<file path="config.mk">
export PLATFORM = sky130hd
export DESIGN_NAME = tone_xcvr_regif
export DESIGN_NICKNAME = d
export VERILOG_FILES = /design/src/rtl/regif_pkg.sv /design/src/rtl/regif_sync.sv /design/src/rtl/regif_access.sv /design/src/rtl/regif_regs.sv /design/src/rtl/tone_xcvr_regif.sv
export SDC_FILE = /design/constraint.sdc
export NUM_CORES = 1
export LEC_CHECK = 0
export ABC_AREA = 1
export BUFFER_PORTS_ARGS = -buffer_cell sky130_fd_sc_hd__clkbuf_2
export CORE_ASPECT_RATIO = 0.7
export CORE_MARGIN = 2
export CORE_UTILIZATION = 30
export DETAILED_ROUTE_END_ITERATION = 10
export GPL_TIMING_DRIVEN = 0
export PLACE_DENSITY = 0.55
export SLEW_MARGIN = 25
export SYNTH_ARGS = -nofsm -noshare
export SYNTH_HDL_FRONTEND = slang
export SYNTH_HIERARCHICAL = 1
export SYNTH_SLANG_ARGS = --single-unit
</file>
<file path="constraint.sdc">
create_clock -name clk -period 1.47 [get_ports clk]
set_clock_uncertainty 0.2 [all_clocks]
set_input_delay 0.0735 -clock clk [delete_from_list [all_inputs] [get_ports clk]]
set_output_delay 0.0735 -clock clk [all_outputs]
set_load 0.01 [all_outputs]
</file>
<file path="src/rtl/regif_pkg.sv">
package regif_pkg;
   typedef enum logic {
      TIMING_STROBE = 1'b0,
      TIMING_SPLIT  = 1'b1
   } timing_e;

   localparam int CTL_W = 4;

   // first control word
   localparam int A_TONE  = 0;
   localparam int A_CP    = 1;
   localparam int A_IRQ   = 2;
   localparam int A_REDIR = 3;

   // second control word
   localparam int B_BURST_OFF = 0;
   localparam int B_RX_PD     = 1;
   localparam int B_SINGLE    = 2;
   localparam int B_COLUMN    = 3;

   // status word
   localparam int S_IRQ   = 0;
   localparam int S_TXRDY = 1;
   localparam int S_RXFUL = 2;
   localparam int S_STEER = 3;
endpackage

</file>
<file path="src/rtl/regif_sync.sv">
module regif_sync #(
   parameter int W = 1,
   parameter int STAGES = 2,
   parameter logic [W-1:0] RST_VAL = '0
) (
   input  logic         clk,
   input  logic         rst,
   input  logic [W-1:0] d_async,
   output logic [W-1:0] q
);
   logic [W-1:0] pipe [STAGES];

   for (genvar g = 0; g < STAGES; g++) begin : g_stage
      if (g == 0) begin : g_first
         always_ff @(posedge clk) begin
            if (rst) pipe[g] <= RST_VAL;
            else     pipe[g] <= d_async;
         end
      end else begin : g_next
         always_ff @(posedge clk) begin
            if (rst) pipe[g] <= RST_VAL;
            else     pipe[g] <= pipe[g-1];
         end
      end
   end

   assign q = pipe[STAGES-1];
endmodule

</file>
<file path="src/rtl/regif_access.sv">
module regif_access
   import regif_pkg::*;
(
   input  logic clk,
   input  logic rst,
   input  logic sel_n,
   input  logic strobe,
   input  logic rw,
   input  logic rs,
   output logic wr_commit,
   output logic rd_commit,
   output logic commit_sel,
   output logic rd_live
);
   timing_e timing;
   logic    sel_n_q, armed, act_q, rd_q, rs_q;
   logic    sel_fall, rd_strb, wr_strb, acc_act, acc_rd, acc_end;

   assign sel_fall = sel_n_q & ~sel_n;

   always_comb begin
      if (timing == TIMING_STROBE) begin
         rd_strb = strobe & rw;
         wr_strb = strobe & ~rw;
      end else begin
         rd_strb = ~strobe;
         wr_strb = ~rw;
      end
   end

   assign acc_act = armed & ~sel_n & (rd_strb | wr_strb);
   assign acc_rd  = armed & ~sel_n & rd_strb;
   assign acc_end = act_q & ~acc_act;

   always_ff @(posedge clk) begin
      if (rst) begin
         sel_n_q <= 1'b1;
         timing  <= TIMING_STROBE;
         armed   <= 1'b0;
         act_q   <= 1'b0;
         rd_q    <= 1'b0;
         rs_q    <= 1'b0;
      end else begin
         sel_n_q <= sel_n;
         if (sel_fall) begin
            timing <= strobe ? TIMING_SPLIT : TIMING_STROBE;
            armed  <= 1'b1;
         end else if (acc_end) begin
            armed  <= 1'b0;
         end
         act_q <= acc_act;
         rd_q  <= acc_rd;
         if (acc_act) rs_q <= rs;
      end
   end

   assign wr_commit  = acc_end & ~rd_q;
   assign rd_commit  = acc_end & rd_q;
   assign commit_sel = rs_q;
   assign rd_live    = acc_rd;
endmodule

</file>
<file path="src/rtl/regif_regs.sv">
module regif_regs
   import regif_pkg::*;
#(
   parameter int BUS_W = 4
) (
   input  logic             clk,
   input  logic             rst,
   input  logic             wr_commit,
   input  logic             rd_commit,
   input  logic             commit_sel,
   input  logic             read_sel,
   input  logic [BUS_W-1:0] din,
   input  logic             rx_valid,
   input  logic [BUS_W-1:0] rx_digit,
   input  logic             tx_ready,
   input  logic             steer_delayed,
   input  logic             cp_wave,
   output logic [BUS_W-1:0] dout,
   output logic [BUS_W-1:0] tx_code,
   output logic [BUS_W-1:0] rx_data,
   output logic [BUS_W-1:0] status,
   output logic [CTL_W-1:0] ctl_a,
   output logic [CTL_W-1:0] ctl_b,
   output logic             irq_cp_n
);
   logic rx_full, tx_empty, irq_flag, clr, tx_set;

   assign clr    = rd_commit & commit_sel;
   assign tx_set = tx_ready & ~ctl_b[B_BURST_OFF];

   always_ff @(posedge clk) begin
      if (rst) begin
         tx_code  <= '0;
         rx_data  <= '0;
         ctl_a    <= '0;
         ctl_b    <= '0;
         rx_full  <= 1'b0;
         tx_empty <= 1'b0;
         irq_flag <= 1'b0;
      end else begin
         if (wr_commit && !commit_sel) tx_code <= din;
         if (wr_commit && commit_sel) begin
            if (ctl_a[A_REDIR]) begin
               ctl_b           <= din[CTL_W-1:0];
               ctl_a[A_REDIR]  <= 1'b0;
            end else begin
               ctl_a <= din[CTL_W-1:0];
               if (!din[A_TONE]) tx_code <= '0;
            end
         end
         if (rx_valid) rx_data <= rx_digit;
         rx_full  <= rx_valid | (rx_full & ~clr);
         tx_empty <= tx_set | (tx_empty & ~clr);
         irq_flag <= rx_valid | tx_set | (irq_flag & ~clr);
      end
   end

   always_comb begin
      status          = '0;
      status[S_IRQ]   = irq_flag;
      status[S_TXRDY] = tx_empty & ~ctl_b[B_BURST_OFF];
      status[S_RXFUL] = rx_full;
      status[S_STEER] = steer_delayed;
   end

   assign dout = read_sel ? status : rx_data;

   always_comb begin
      if (!ctl_a[A_IRQ])    irq_cp_n = 1'b1;
      else if (ctl_a[A_CP]) irq_cp_n = cp_wave;
      else                  irq_cp_n = ~irq_flag;
   end
endmodule

</file>
<file path="src/rtl/tone_xcvr_regif.sv">
module tone_xcvr_regif
   import regif_pkg::*;
#(
   parameter int BUS_W = 4,
   parameter int SYNC_STAGES = 2
) (
   input  logic             clk,
   input  logic             rst,
   input  logic             bus_sel_n,
   input  logic             bus_strobe,
   input  logic             bus_rw,
   input  logic             bus_rs,
   input  logic [BUS_W-1:0] bus_din,
   output logic [BUS_W-1:0] bus_dout,
   output logic             bus_oe,
   input  logic             rx_valid,
   input  logic [BUS_W-1:0] rx_digit,
   input  logic             steer_delayed,
   input  logic             tx_ready,
   input  logic             cp_wave,
   output logic             irq_cp_n,
   output logic [BUS_W-1:0] tx_code,
   output logic             tone_enable,
   output logic             cp_mode,
   output logic             irq_enable,
   output logic             burst_off,
   output logic             rx_powerdown,
   output logic             single_tone,
   output logic             column_sel
);
   localparam int PINS = 4;
   localparam logic [PINS-1:0] PIN_IDLE = 4'b1000;

   if (BUS_W < CTL_W) begin : g_bad_width
      $error("BUS_W must be at least the control word width");
   end
   if (SYNC_STAGES < 2) begin : g_bad_sync
      $error("SYNC_STAGES must be at least 2");
   end

   logic [PINS-1:0]  pins_s;
   logic             cs_s, strb_s, rw_s, rs_s;
   logic             wr_commit, rd_commit, commit_sel, rd_live;
   logic [BUS_W-1:0] status_w, rx_data_w;
   logic [CTL_W-1:0] ctl_a_w, ctl_b_w;

   regif_sync #(.W(PINS), .STAGES(SYNC_STAGES), .RST_VAL(PIN_IDLE)) u_sync (
      .clk     (clk),
      .rst     (rst),
      .d_async ({bus_sel_n, bus_strobe, bus_rw, bus_rs}),
      .q       (pins_s)
   );
   assign {cs_s, strb_s, rw_s, rs_s} = pins_s;

   regif_access u_acc (
      .clk        (clk),
      .rst        (rst),
      .sel_n      (cs_s),
      .strobe     (strb_s),
      .rw         (rw_s),
      .rs         (rs_s),
      .wr_commit  (wr_commit),
      .rd_commit  (rd_commit),
      .commit_sel (commit_sel),
      .rd_live    (rd_live)
   );

   regif_regs #(.BUS_W(BUS_W)) u_regs (
      .clk           (clk),
      .rst           (rst),
      .wr_commit     (wr_commit),
      .rd_commit     (rd_commit),
      .commit_sel    (commit_sel),
      .read_sel      (rs_s),
      .din           (bus_din),
      .rx_valid      (rx_valid),
      .rx_digit      (rx_digit),
      .tx_ready      (tx_ready),
      .steer_delayed (steer_delayed),
      .cp_wave       (cp_wave),
      .dout          (bus_dout),
      .tx_code       (tx_code),
      .rx_data       (rx_data_w),
      .status        (status_w),
      .ctl_a         (ctl_a_w),
      .ctl_b         (ctl_b_w),
      .irq_cp_n      (irq_cp_n)
   );

   assign bus_oe       = rd_live;
   assign tone_enable  = ctl_a_w[A_TONE];
   assign cp_mode      = ctl_a_w[A_CP];
   assign irq_enable   = ctl_a_w[A_IRQ];
   assign burst_off    = ctl_b_w[B_BURST_OFF];
   assign rx_powerdown = ctl_b_w[B_RX_PD];
   assign single_tone  = ctl_b_w[B_SINGLE];
   assign column_sel   = ctl_b_w[B_COLUMN];
endmodule

</file>
==> results.cfg, run 1 <==
[floorplan]
start_util_pct = 30.7
dieHeight_um = 59.4
fp-row-count = 20
die_w_um = 83.1
ios = 35
core_um2 = 4280
dieArea_um2 = 4940

[worst_setup_path]
cp_num_buf_inv = 5
required_ns = 1.20
critPathLaunchType = flip-flop
crit_arrival_ns = 1.32
slowest_delay_ns = 0.33
critPathSlowestCell = dfxtp_2
critPathTopFamily = buffers and inverters
cp-end-kind = output pin
timing_worst_setup_path_type = flip-flop to output pin
path_cells = inv_2, nor2_4, nand3_2, buf_4, buf_4, inv_1, buf_2
cpMostUsedCell = buf_4
crit_path_max_fanout = 3

[sta]
rsz0062_at_grt = yes
fin_ws_ns = -0.125
slew_violations = 0
tightest_slew_ns = 0.226
setup_tns_ns = -0.599
min_period_ns = 1.59
setup_viol_count_final = 10
timing.final.crit_share_pct = 109
relSlewSlack_pct = 84.9
fmax_mhz = 627
final-hold-violation-count = 0

[clocking]
insertion_delay_ns = 0.29
numCtsBuffers = 5
cts-htree-levels = 2
root_buffer = clkbuf_8
cts_tree = yes
numClockSinks = 33
clkTransAtPathRegs_ns = 0.07
clockBufferDepth = 2

[yosys]
ys_warn_count = 6
avgSynthCellArea_um2 = 7.56
syn_inst = 174
syn_nets = 192
netlist_area_um2 = 1320

[global_routing]
grt_pass1_wl_um = 4760
grt_max_degree = 18
grt_pass1_vias = 1103
overflow = 0
track_usage_pct = 12.7
antenna_found_initial = 0

[power]
p_leak_nw = 0.946
peakVddDrop_mv = 0.472
p_per_area_nw_per_um2 = 978

[final_layout]
fillers = 445
multi_input_area_um2 = 562
final_layout_size_suffix_gt1_share_pct = 34.0
stdcell_count = 299
final_net_count = 261
antennaDiodeCount = 0
register_area_um2 = 668
area_delta_synth_final_pct = 52.0

[routing]
wl_per_cell_um = 9.50
totalWireLength_um = 2840
drcViolationCount = 0
vias = 1218
drtPass1Iterations = 4
viasPerCell = 4.07
drtAntennaViolNets = 0
drt_iter0_drc = 29

[run_status]
violations = setup timing
status = finished with violations

[job]
drv_cap = 0

[placed_design]
port_buffers = 34
dp_hpwl_um = 1880
place_inst = 263
gp_congestion = 0.709

[hold_path]
hold_path_class = flip-flop to flip-flop
## per-stage QoR
step / hold slack, ns / cell area [µm²] / power [mW] / setup WS (ns) / util (%)
3_3_place_gp: 0.0535 / 1560 / 1.07 / -0.132 / 36.5
6_report: 0.195 / 2000 / 1.95 / -0.125 / 46.7
2_1_floorplan: -0.0641 / 1330 / 1.01 / 0.0115 / -
5_1_grt: 0.228 / 2000 / 2.05 / -0.198 / 46.7
3_5_place_dp: 0.0592 / 1560 / 1.07 / -0.129 / 36.5
4_1_cts: 0.197 / 1910 / 1.98 / -0.0725 / 44.7
## tightest hold or removal path, cell delays in order (launching register included)
cell and delay, ns:
dfxtp_1 0.30, inv_1 0.04, nor2_1 0.03
## layout by cell type, fill, tap and decap left out
| cell type | instances |
|---|---|
| a21oi_1 | 10 |
| a21oi_2 | 3 |
| buf_2 | 1 |
| buf_4 | 9 |
| buf_6 | 3 |
| bufinv_16 | 1 |
| clkbuf_2 | 32 |
| clkbuf_4 | 1 |
| clkbuf_8 | 5 |
| clkinv_4 | 1 |
| clkinvlp_4 | 1 |
| dfxtp_1 | 29 |
| dfxtp_2 | 3 |
| dfxtp_4 | 1 |
| dlygate4sd3_1 | 19 |
| inv_1 | 28 |
| inv_2 | 4 |
| mux2_2 | 1 |
| nand2_1 | 32 |
| nand2_2 | 5 |
| nand2_4 | 1 |
| nand3_1 | 2 |
| nand3_2 | 4 |
| nand3_4 | 3 |
| nand4_1 | 2 |
| nor2_1 | 27 |
| nor2_2 | 2 |
| nor2_4 | 2 |
| o21ai_0 | 11 |
| o21ai_1 | 1 |
## timing repair
| action | 4_1_cts | 5_1_grt |
|---|---|---|
| pin swaps | 1 | 4 |
| setup endpoints to repair | 12 | 21 |
| setup buffers | 5 | 4 |
| hold endpoints to repair | 24 | 0 |
| gates resized for setup | 5 | 16 |
| hold buffers | 19 | 0 |
## layer usage
metal	vias to the layer above	wire [µm]	GRT usage, %	share of wire [%]
li1	666	-	-	-
met1	514	1530	16.7	54
met2	33	1110	18.4	39
met3	5	158	4.60	5.6
met4	0	39	6.32	1.4
met5	-	0	0	0
## where the power goes
| group | switching [mW] | leakage, nW | internal (mW) |
|---|---|---|---|
| sequential | 0.0156 | 0.271 | 0.921 |
| combinational | 0.0742 | 0.621 | 0.0843 |
| clock | 0.351 | 0.0543 | 0.507 |
| total | 0.441 | 0.946 | 1.51 |
## path summary, 6_finish.rpt
check             slack [ns]  depth (start not counted)                end              start
hold reg to reg         0.19                          2  u_sync/pipe[1][0]  u_sync/pipe[0][0]
setup reg to reg       -0.08                         10    u_regs/ctl_a[3]        u_acc/armed
hold / removal          0.19                          2  u_sync/pipe[1][0]  u_sync/pipe[0][0]
setup / recovery       -0.12                          7             bus_oe        u_acc/armed
## flip-flops by register name, indices dropped and copies added (netlist names), 4 cells and up
name	flops
u_regs/tx_code	4
u_sync/pipe	8
u_regs/ctl_a	4
u_regs/ctl_b	4
u_regs/rx_data	4
## area by class of cell
type                            count  area share, %
Inverter                           32           6.01
Tap cell                           55           3.44
Buffer                              3           1.50
Clock inverter                      3           2.32
Timing Repair Buffer               62           21.7
Sequential cell                    33           33.4
Multi-Input combinational cell    106           28.1
Clock buffer                        5           3.44
Power figures use the tool's default switching activity.
==> run 2, diff against run 1 <==
--- a/config.mk
+++ b/config.mk
@@ -13,6 +13,7 @@
 export DETAILED_ROUTE_END_ITERATION = 10
 export GPL_TIMING_DRIVEN = 0
 export PLACE_DENSITY = 0.55
+export SETUP_SLACK_MARGIN = 0.15
 export SLEW_MARGIN = 25
 export SYNTH_ARGS = -nofsm -noshare
 export SYNTH_HDL_FRONTEND = slang
==> results.cfg, run 2 (synthesized netlist as in run 1, its figures left out) <==
[worst_setup_path]
slowest_delay_ns = 0.33
startpoint = u_acc/armed
cp_num_cells = 11
path_cells = inv_2, nor2_4, nand3_2, nand3_2, nor2_2, buf_6, buf_4, nand3_4, nand2_1, nand2_1, nor2_1
crit_path_max_fanout = 7
reg2reg_from = u_acc/armed
timing_worst_setup_path_type = flip-flop to flip-flop
reg2reg_depth = 11
required_ns = 1.45
cp_num_buf_inv = 3
crit_arrival_ns = 1.52
critPathCapture = u_regs/ctl_a[1]
critPathSlowestCell = dfxtp_2
critPathTopFamily = simple AND/OR/NAND/NOR gates
cp-end-kind = flip-flop
reg2reg_to = u_regs/ctl_a[1]
r2r_slack_ns = -0.06
critPathLaunchType = flip-flop

[placed_design]
port_buffers = 34
placed_area_um2 = 1570
gp_congestion = 0.756
dp_hpwl_um = 1850

[routing]
vias = 1233
drcViolationCount = 0
wl_per_cell_um = 9.70
dr_wl_met3_um = 170
totalWireLength_um = 2880
met2_length_um = 1180
viasPerCell = 4.15
drtAntennaViolNets = 0
wl_met1_um = 1470
drtPass1Iterations = 4
drt_iter0_drc = 33
top_layer = met4

[clocking]
insertion_delay_ns = 0.29
numClockSinks = 33
cts_tree = yes
root_buffer = clkbuf_8
clkTransAtPathRegs_ns = 0.07
clockBufferDepth = 2
numCtsBuffers = 5
cts-htree-levels = 2

[final_layout]
area_delta_synth_final_pct = 56.8
antennaDiodeCount = 0
regMostFlops = u_sync/pipe
final_layout_size_suffix_gt1_share_pct = 43.8
stdcell_area_um2 = 2060
fillers = 409
largest_reg_flops = 8
layout_common_cells = 30 x clkbuf_2, 27 x dfxtp_1, 26 x inv_1
layout_commonest_cell = clkbuf_2
final_net_count = 259

[floorplan]
start_util_pct = 30.7
die_w_um = 83.1
ios = 35
core_um2 = 4280
fp-row-count = 20
dieHeight_um = 59.4
dieArea_um2 = 4940

[power]
p_per_area_nw_per_um2 = 967
peakVddDrop_mv = 0.514
p_leak_nw = 0.972

[global_routing]
overflow = 0
grt_max_degree = 18
track_usage_pct = 12.1
grt_pass1_vias = 1037
antenna_found_initial = 0
grt_pass1_wl_um = 4590

[run_status]
status = finished with violations
violations = setup timing

[sta]
timing.final.crit_share_pct = 104
setup_viol_count_final = 9
fmax_mhz = 652
final-hold-violation-count = 0
rsz0062_at_grt = yes
min_period_ns = 1.53
slew_violations = 0
tightest_slew_ns = 0.384
fin_ws_ns = -0.0640
relSlewSlack_pct = 74.4
hold-worst-slack_ns = 0.00197

[job]
drv_cap = 0

[hold_path]
hold_path_class = primary input to flip-flop
[run 2: final cells by class]
| class | instances | area, µm² | area share, % |
|---|---|---|---|
| Clock buffer | 6 | 82.6 | 4.00 |
| Timing Repair Buffer | 60 | 425 | 20.6 |
| Buffer | 3 | 30.0 | 1.46 |
| Multi-Input combinational cell | 106 | 627 | 30.4 |
| Inverter | 32 | 120 | 5.83 |
| Sequential cell | 33 | 671 | 32.5 |
| Clock inverter | 2 | 37.5 | 1.82 |
| Tap cell | 55 | 68.8 | 3.34 |
[run 2: per-layer routing]
metal	up-vias	GRT usage (%)
met2	32	17.4
met1	522	15.9
met5	-	0
met4	0	7.03
li1	671	-
met3	8	4.46
[run 2: through the flow]
stage | TNS, ns | worst slack (ns) | util (%) | cells | total power, mW
after floorplan | 0 | 0.0216 | - | 174 | 1.01
after detailed placement | -0.649 | -0.119 | 36.8 | 263 | 1.07
after global routing | -1.87 | -0.171 | 48.2 | 297 | 2.09
after CTS | -0.406 | -0.0833 | 44.2 | 291 | 2.01
final | -0.432 | -0.0640 | 48.2 | 297 | 1.99
after global placement | -0.649 | -0.118 | 36.8 | 263 | 1.07
[run 2: worst min-delay path by stage]
| stage | startpoint | to | depth (start not counted) |
|---|---|---|---|
| CTS | rst | u_acc/armed | 2 |
| floorplan | rst | u_acc/armed | 1 |
| global route | rst | u_acc/armed | 2 |
| global placement | bus_sel_n | u_sync/pipe[0][3] | 3 |
| detailed placement | bus_sel_n | u_sync/pipe[0][3] | 3 |
| finish | rst | u_regs/tx_empty | 2 |
[run 2: report_power, final]
part | internal (mW) | leakage [nW] | switching, mW
Clock | 0.551 | 0.0574 | 0.343
Combinational | 0.0834 | 0.643 | 0.0793
Sequential | 0.921 | 0.272 | 0.0154
[run 2: timing repair]
item	CTS	global route
resized for setup	8	43
endpoints found under the setup margin	20	21
buffers inserted	6	6
cloned	0	0
hold buffers	14	0
endpoints found under the hold margin	23	0
pin swaps	3	11
